<file path="src/rtl/fetch_pkg.sv">
package fetch_pkg;

  // Strobes from the control part to the datapath.
  typedef struct packed {
    logic takeJump;
    logic stepSeq;
  } pcCtl_t;

  // Built-in program, one 32-bit word per index; unused words read zero.
  function automatic logic [31:0] progWord(input int unsigned idx);
    logic [31:0] w;
    case (idx)
      0:       w = 32'h2001001E;
      1:       w = 32'hAC010000;
      2:       w = 32'h00221820;
      3:       w = 32'h8C230004;
      default: w = 32'h00000000;
    endcase
    return w;
  endfunction

endpackage

</file>
<file path="src/rtl/fetch_ctrl.sv">
module fetch_ctrl
  import fetch_pkg::*;
(
  input  logic   jumpSel,
  output pcCtl_t ctl
);

  // Exactly one next-address source is chosen each cycle.
  always_comb begin
    ctl.takeJump = jumpSel;
    ctl.stepSeq  = ~jumpSel;
  end

endmodule

</file>
<file path="src/rtl/fetch_datapath.sv">
module fetch_datapath
  import fetch_pkg::*;
#(
  parameter int PC_W      = 32,
  parameter int MEM_BYTES = 64
) (
  input  logic            clk,
  input  logic            rstN,
  input  pcCtl_t          ctl,
  input  logic [PC_W-1:0] jumpTarget,
  output logic [PC_W-1:0] pcOut,
  output logic [PC_W-1:0] pcPlus4,
  output logic [31:0]     instr
);

  localparam int IDX_W   = $clog2(MEM_BYTES);
  localparam int LANES   = 4;
  localparam int BYTE_W  = 8;

  logic [PC_W-1:0]   pcQ;
  logic [PC_W-1:0]   seqNext;
  logic [PC_W-1:0]   alignedTarget;
  logic [BYTE_W-1:0] romBytes [MEM_BYTES];

  assign seqNext       = pcQ + PC_W'(LANES);
  assign alignedTarget = {jumpTarget[PC_W-1:2], 2'b00};

  always_ff @(posedge clk or negedge rstN) begin
    if (!rstN) begin
      pcQ <= '0;
    end else if (ctl.takeJump) begin
      pcQ <= alignedTarget;
    end else if (ctl.stepSeq) begin
      pcQ <= seqNext;
    end
  end

  // Byte store filled from the built-in program, most significant byte first.
  always_comb begin
    for (int i = 0; i < MEM_BYTES; i++) begin
      romBytes[i] = progWord(i / LANES) >> (BYTE_W * (LANES - 1 - (i % LANES)));
    end
  end

  // One lane per byte of the instruction word; lane 0 is the lowest address.
  for (genvar k = 0; k < LANES; k++) begin : g_lane
    logic [PC_W-1:0] laneAddr;
    logic            inRange;
    assign laneAddr = pcQ + PC_W'(k);
    assign inRange  = laneAddr < PC_W'(MEM_BYTES);
    assign instr[BYTE_W*(LANES-k)-1 -: BYTE_W] =
      inRange ? romBytes[laneAddr[IDX_W-1:0]] : '0;
  end

  assign pcOut   = pcQ;
  assign pcPlus4 = seqNext;


  seq_step_chk: assert property (@(posedge clk) disable iff (!rstN)
    ctl.stepSeq |=> pcQ == $past(pcQ) + PC_W'(LANES));


  jump_load_chk: assert property (@(posedge clk) disable iff (!rstN)
    ctl.takeJump |=> pcQ == ($past(jumpTarget) & ~PC_W'(3)));


  pc_align_chk: assert property (@(posedge clk) disable iff (!rstN)
    pcQ[1:0] == 2'b00);


  beyond_zero_chk: assert property (@(posedge clk) disable iff (!rstN)
    (pcQ >= PC_W'(MEM_BYTES)) |-> instr == 32'h0);


  ctl_onehot_chk: assert property (@(posedge clk) disable iff (!rstN)
    $countones({ctl.takeJump, ctl.stepSeq}) == 1);

endmodule

</file>
<file path="src/rtl/fetch_unit.sv">
module fetch_unit
  import fetch_pkg::*;
#(
  parameter int PC_W      = 32,
  parameter int MEM_BYTES = 64
) (
  input  logic            clk,
  input  logic            rstN,
  input  logic            jumpSel,
  input  logic [PC_W-1:0] jumpTarget,
  output logic [PC_W-1:0] pcOut,
  output logic [PC_W-1:0] pcPlus4,
  output logic [31:0]     instr
);

  pcCtl_t ctl;

  fetch_ctrl ctrl_i (
    .jumpSel (jumpSel),
    .ctl     (ctl)
  );

  fetch_datapath #(
    .PC_W      (PC_W),
    .MEM_BYTES (MEM_BYTES)
  ) dp_i (
    .clk        (clk),
    .rstN       (rstN),
    .ctl        (ctl),
    .jumpTarget (jumpTarget),
    .pcOut      (pcOut),
    .pcPlus4    (pcPlus4),
    .instr      (instr)
  );

endmodule

</file>
<file path="config.mk">
export PLATFORM = sky130hd
export DESIGN_NAME = fetch_unit
export DESIGN_NICKNAME = d
export VERILOG_FILES = /design/src/rtl/fetch_pkg.sv /design/src/rtl/fetch_ctrl.sv /design/src/rtl/fetch_datapath.sv /design/src/rtl/fetch_unit.sv
export SDC_FILE = /design/constraint.sdc
export NUM_CORES = 1
export LEC_CHECK = 0
export ABC_AREA = 1
export CAP_MARGIN = 5
export CORE_MARGIN = 1.5
export CORE_UTILIZATION = 45
export DETAILED_ROUTE_END_ITERATION = 12
export DONT_BUFFER_PORTS = 1
export PLACE_DENSITY_LB_ADDON = 0.3
export SYNTH_ARGS = -nofsm -noshare
export SYNTH_HDL_FRONTEND = slang
export SYNTH_HIERARCHICAL = 1
export SYNTH_SLANG_ARGS = --single-unit
</file>
<file path="constraint.sdc">
create_clock -name clk -period 1.5 [get_ports clk]
set_input_delay 0 -clock clk [delete_from_list [all_inputs] [get_ports clk]]
set_output_delay 0 -clock clk [all_outputs]
set_load 0.01 [all_outputs]
</file>
== Yosys cells after proc, flatten, opt, wreduce, memory -nomap -nowiden ==
Memory sizes are Yosys's and may differ from the RTL's.
Index checks and enable logic that the tools add are counted.
Word-level totals
  register bits: 32
  bits in read-only memories: 2048
  input bits: 35
  output and inout port bits: 96
  memories kept: 4
Operators by class
  add/sub/neg operators: 4
  magnitude comparators: 8
  multiplexer cells: 13
  bitwise logic cells: 4
Memories
  (no name shown): depth 64, width 8, read ports 1, clocked after Yosys merged registers in 0, write ports 0, RTL line fetch_datapath.sv:52  | inRange ? romBytes[laneAddr[IDX_W-1:0]] : '0;
  (no name shown): depth 64, width 8, read ports 1, clocked after Yosys merged registers in 0, write ports 0, RTL line fetch_datapath.sv:52
  (no name shown): depth 64, width 8, read ports 1, clocked after Yosys merged registers in 0, write ports 0, RTL line fetch_datapath.sv:52
  (no name shown): depth 64, width 8, read ports 1, clocked after Yosys merged registers in 0, write ports 0, RTL line fetch_datapath.sv:52
Operators with widths (count)
  $lt 32x7->1 const B: 4
  $mux 8: 12
  $add 32x2->32 const B: 2
  $add 32x1->32 const B: 1
  $add 32x3->32 const B: 1
  $mux 32: 1
  $ge 7x7->1 const B: 4
  $not 6->7: 4

== Longest topological paths before layout ==
  word-level depth: 6
  mapped depth: 10

== Hierarchy ==
Netlist, hierarchy kept.
Modules (own cells, without submodules)
  fetch_datapath: instances 1, cells each 394, area an instance 2652.5 µm²
  fetch_ctrl: instances 1, cells each 2, area an instance 11.3 µm²

== Worst setup path after synthesis ==
OpenSTA, ideal clock, no wires.
  path type: register to register
  start: register dp_i.pcQ[3], in the netlist dp_i/pcOut[3]
  end: register dp_i.pcQ[24], in the netlist dp_i/pcOut[24]
  library setup time: 0.121 ns
  data arrival time: 1.527 ns
  data required time: 1.379 ns
  path slack: -0.148 ns
  stages on the path, launching flop included: 11
  buffers on the path: 0
  clock period less this slack: 1.648 ns
  cell sequence: dfrtp_1 -> ha_1 -> nand2_1 -> nor2_4 -> nand2_1 -> nor2_4 -> nand2_1 -> nand2_1 -> nand2_1 -> nand2_1 -> nand2_1
Between the ends
  longest elaborated chain between the ends: 2
RTL lines
  start, declared: RTL line fetch_datapath.sv:20  | logic [PC_W-1:0] pcQ;
  start signal, assigned: RTL line fetch_datapath.sv:32  | pcQ <= alignedTarget;
  start signal, assigned: RTL line fetch_datapath.sv:34  | pcQ <= seqNext;
  $add 32x3->32: RTL line fetch_datapath.sv:25  | assign seqNext = pcQ + PC_W'(LANES);
  named net pcPlus4[24]: RTL line fetch_unit.sv:12  | output logic [PC_W-1:0] pcPlus4,
  $mux 32: RTL line fetch_datapath.sv:31  | end else if (ctl.takeJump) begin
The timed path passes the listed nets, and every way through them passes these cells.

== Worst setup path after layout ==
  start: register dp_i.pcQ[30], in the netlist dp_i/pcOut[30]
  end: output instr[21]
Between the ends
  longest elaborated chain between the ends: 3
RTL lines
  $add 32x1->32: RTL line fetch_datapath.sv:49  | assign laneAddr = pcQ + PC_W'(k);
  $lt 32x7->1: RTL line fetch_datapath.sv:50  | assign inRange = laneAddr < PC_W'(MEM_BYTES);
  $mux 8: RTL line fetch_datapath.sv:52
  end, declared: RTL line fetch_unit.sv:13  | output logic [31:0] instr
Every way passes these cells.

==> results.md <==
- Status: complete, but fails checks
- Failing checks: setup timing
- Critical Path RT: approximately 1.5 ns
- Number of I/O pins: ~130
- Fin. Hold Viols: 0
- Site Rows: 27
- # port buffers: 0
- Root Driver: clkbuf_8
- Drt pass-1 iters: 5
- Chip height: about 80 um
- Hold Crit Class: in2reg
- WL per Instance: 16.34 um
- Post-Place Worst Slack: -0.03723 ns
- Setup WS post-layout: -0.2720 ns
- Cell count after placement: ~540
- Hpwl dp: approximately 6500 um
- Largest register FFs: 30
- Yosys warns: 6
- Overall Global Routing Usage: 30.51%
- Count of different cell masters after synthesis: 27
- N_diodes: 0
- Final slew viol count: 0
- Number of global-route vias before repair: 3095
- WL final: 9854 um
- Grt ovf: 0
- Critical Path Source Type: register
- DRC viols: 0
- CTS tree: yes
- Unrepaired setup endpoints after global routing: yes
- Die Wd: between 70 and 80 um
- Detailed-route via count: 3248
- Slew headroom: a little under a quarter
- 1st-iter DRT viols: 265
- Crit Path Max Fanout: 10
- ANT nets after route: 0
- CP Class: reg2out
- Starting density of the core: a little under half
- First-pass GRT wire length: 14970 um
- Final period util: 118.1%
- Number of max-cap violations: 0
- Final GP Congestion: 0.9080
- H-Tree Depth: 2
- Sink Count: 30
- WHS: 0.09147 ns
- CTS Buffer Depth: 2
- Leakage power: roughly 2.0 nW
- FMAX: roughly 560 MHz
- Initial antenna violation count: 0
- Final Net Count: between 500 and 600
- Post-Syn Area: about 0.0027 mm^2
- Syn avg cell area: 6.727 um^2
- Post-synthesis sequential area ratio: between 20% and 30%
- CTS clk-pin slew, worst paths: around 0.070 ns
- Critical Path Sink Type: output port
- Clk_skew: 0.006071 ns
- Reg2reg setup slack: -0.16 ns
- Setup-failing EPs final: 49
- Slew @ Worst Pin: ~1.1 ns
- Vias per inst: about 5.4
- Largest net degree at the start of global routing: 31
- Mapped Cells: 396
- Fin cells: 603
- Layout fillers: approximately 400
- Final min period: about 1.8 ns
- Fraction of layout cells with a size suffix above 1: about two fifths
- Worst ir drop on vdd: 0.6231 mV
- Total core area: between 0.005 and 0.006 mm^2
- TritonCTS Buffers: 5
- Synth-to-layout area growth: 59.32%
- Die area: approximately 0.0064 mm^2
- Worst-Skew Late Latency: 0.29 ns
- Seq cells post-synth: 30
- P per Cell Area: about 700 mW/mm^2
- Crit path DAT: approximately 1.8 ns
-- metal layers --
layer  wire length (um)  share of wire (%)  vias to the layer above  track usage, %
li1                   -                  -                     1479               -
met1               3870                 39                     1554           37.10
met2               4835                 49                      185           52.94
met3                901                9.1                       30           6.400
met4                246                2.5                        0           10.69
met5                  0                  0                        -               0
-- power by group --
part / internal [mW] / total (mW) / switching, mW
sequential: 0.900 / 1.04 / 0.135
combinational: 0.589 / 1.29 / 0.697
clock: 0.368 / 0.699 / 0.331
-- worst paths after layout --
check                                           start                    endpoint  cells past startpoint
setup reg to reg            dp_i/pcOut[6]$_DFFE_PN0N_  dp_i/pcOut[27]$_DFFE_PN0N_                     11
max in group asynchronous                        rstN   dp_i/pcOut[9]$_DFFE_PN0N_                      2
hold / removal                                jumpSel   dp_i/pcOut[3]$_DFFE_PN0N_                      5
setup / recovery           dp_i/pcOut[30]$_DFFE_PN0N_                   instr[21]                      5
hold reg to reg            dp_i/pcOut[24]$_DFFE_PN0N_  dp_i/pcOut[24]$_DFFE_PN0N_                      4
min in group asynchronous                        rstN  dp_i/pcOut[17]$_DFFE_PN0N_                      2
-- critical path: stages (launching register included) --
cell     delay, ns
dfrtp_1       0.42
nor4_2        0.34
nand3_1       0.17
buf_6         0.18
nor3_2        0.19
buf_4         0.18
-- synthesized netlist by cell type (all sizes together) --
cell | number | area share [%]
o221ai | 1 | 0.33
nand3b | 1 | 0.28
nand2 | 136 | 20
clkbuf | 7 | 0.99
xnor2 | 1 | 0.33
and2 | 3 | 0.70
buf | 26 | 7.2
o211ai | 3 | 0.85
nor3 | 10 | 1.9
nand3 | 19 | 3.6
nand4 | 6 | 1.4
nor4 | 3 | 0.70
o21ai | 4 | 0.75
inv | 42 | 5.9
xor2 | 14 | 6.0
conb | 1 | 0.14
nor2 | 57 | 11
ha | 5 | 2.3
a22oi | 27 | 7.6
dfrtp | 30 | 28
-- cell families after synthesis --
family | synth area share (%)
flip-flops | 28.18
other | 0.1408
XOR/XNOR | 6.341
AND/OR/NAND/NOR | 39.31
AO/OA/AOI/OAI | 9.535
adder cells (fa/ha/maj) | 2.349
buffers and inverters | 14.14
-- placed cells by master, fill, tap and decap left out, types with 2 or more instances in the layout --
cell,netlist,routed
o211ai_1,3,3
nand3_1,19,18
nor4_2,0,2
nor3_2,0,6
nand2_1,133,105
nor2_2,4,12
dfrtp_1,30,19
xor2_2,5,12
nor2_4,9,15
nand4_1,6,6
ha_1,5,3
buf_6,0,20
dfrtp_2,0,11
nor3_1,10,4
conb_1,1,22
nor2_1,44,30
a22oi_1,27,27
inv_2,2,10
ha_4,0,2
o21ai_0,4,3
nand2_2,1,26
nand2_4,2,5
clkbuf_8,0,6
buf_4,25,83
dlygate4sd3_1,0,34
and2_1,3,2
inv_1,40,32
-- what timing repair did --
action                                 4_1_cts  5_1_grt
setup endpoints to repair                   45       70
endpoints found under the hold margin       60        1
setup buffers                               11       14
pin swaps                                   22       24
hold buffers                                36        1
gates resized for setup                     42       62
-- through the flow --
step	power [mW]	util, %	cell area, um^2	TNS (ns)
after floorplan	1.590	-	2780	-0.1267
after global placement	1.939	57.85	3244	0
after detailed placement	1.961	57.85	3244	-0.08897
after CTS	2.861	70.08	3930	-9.723
after global routing	3.182	75.68	4244	-11.73
final	3.021	75.68	4244	-7.258
-- cell type report --
class	count	area [um^2]	area share [%]
well taps	72	90.09	2.123
multi-input cells	312	1916	45.14
clock buffers	6	82.58	1.946
clock inverters	2	12.51	0.2948
inverters	42	157.7	3.715
repair buffers	139	1221	28.77
flip-flops and latches	30	764.5	18.01
Power figures use the tool's default switching activity.
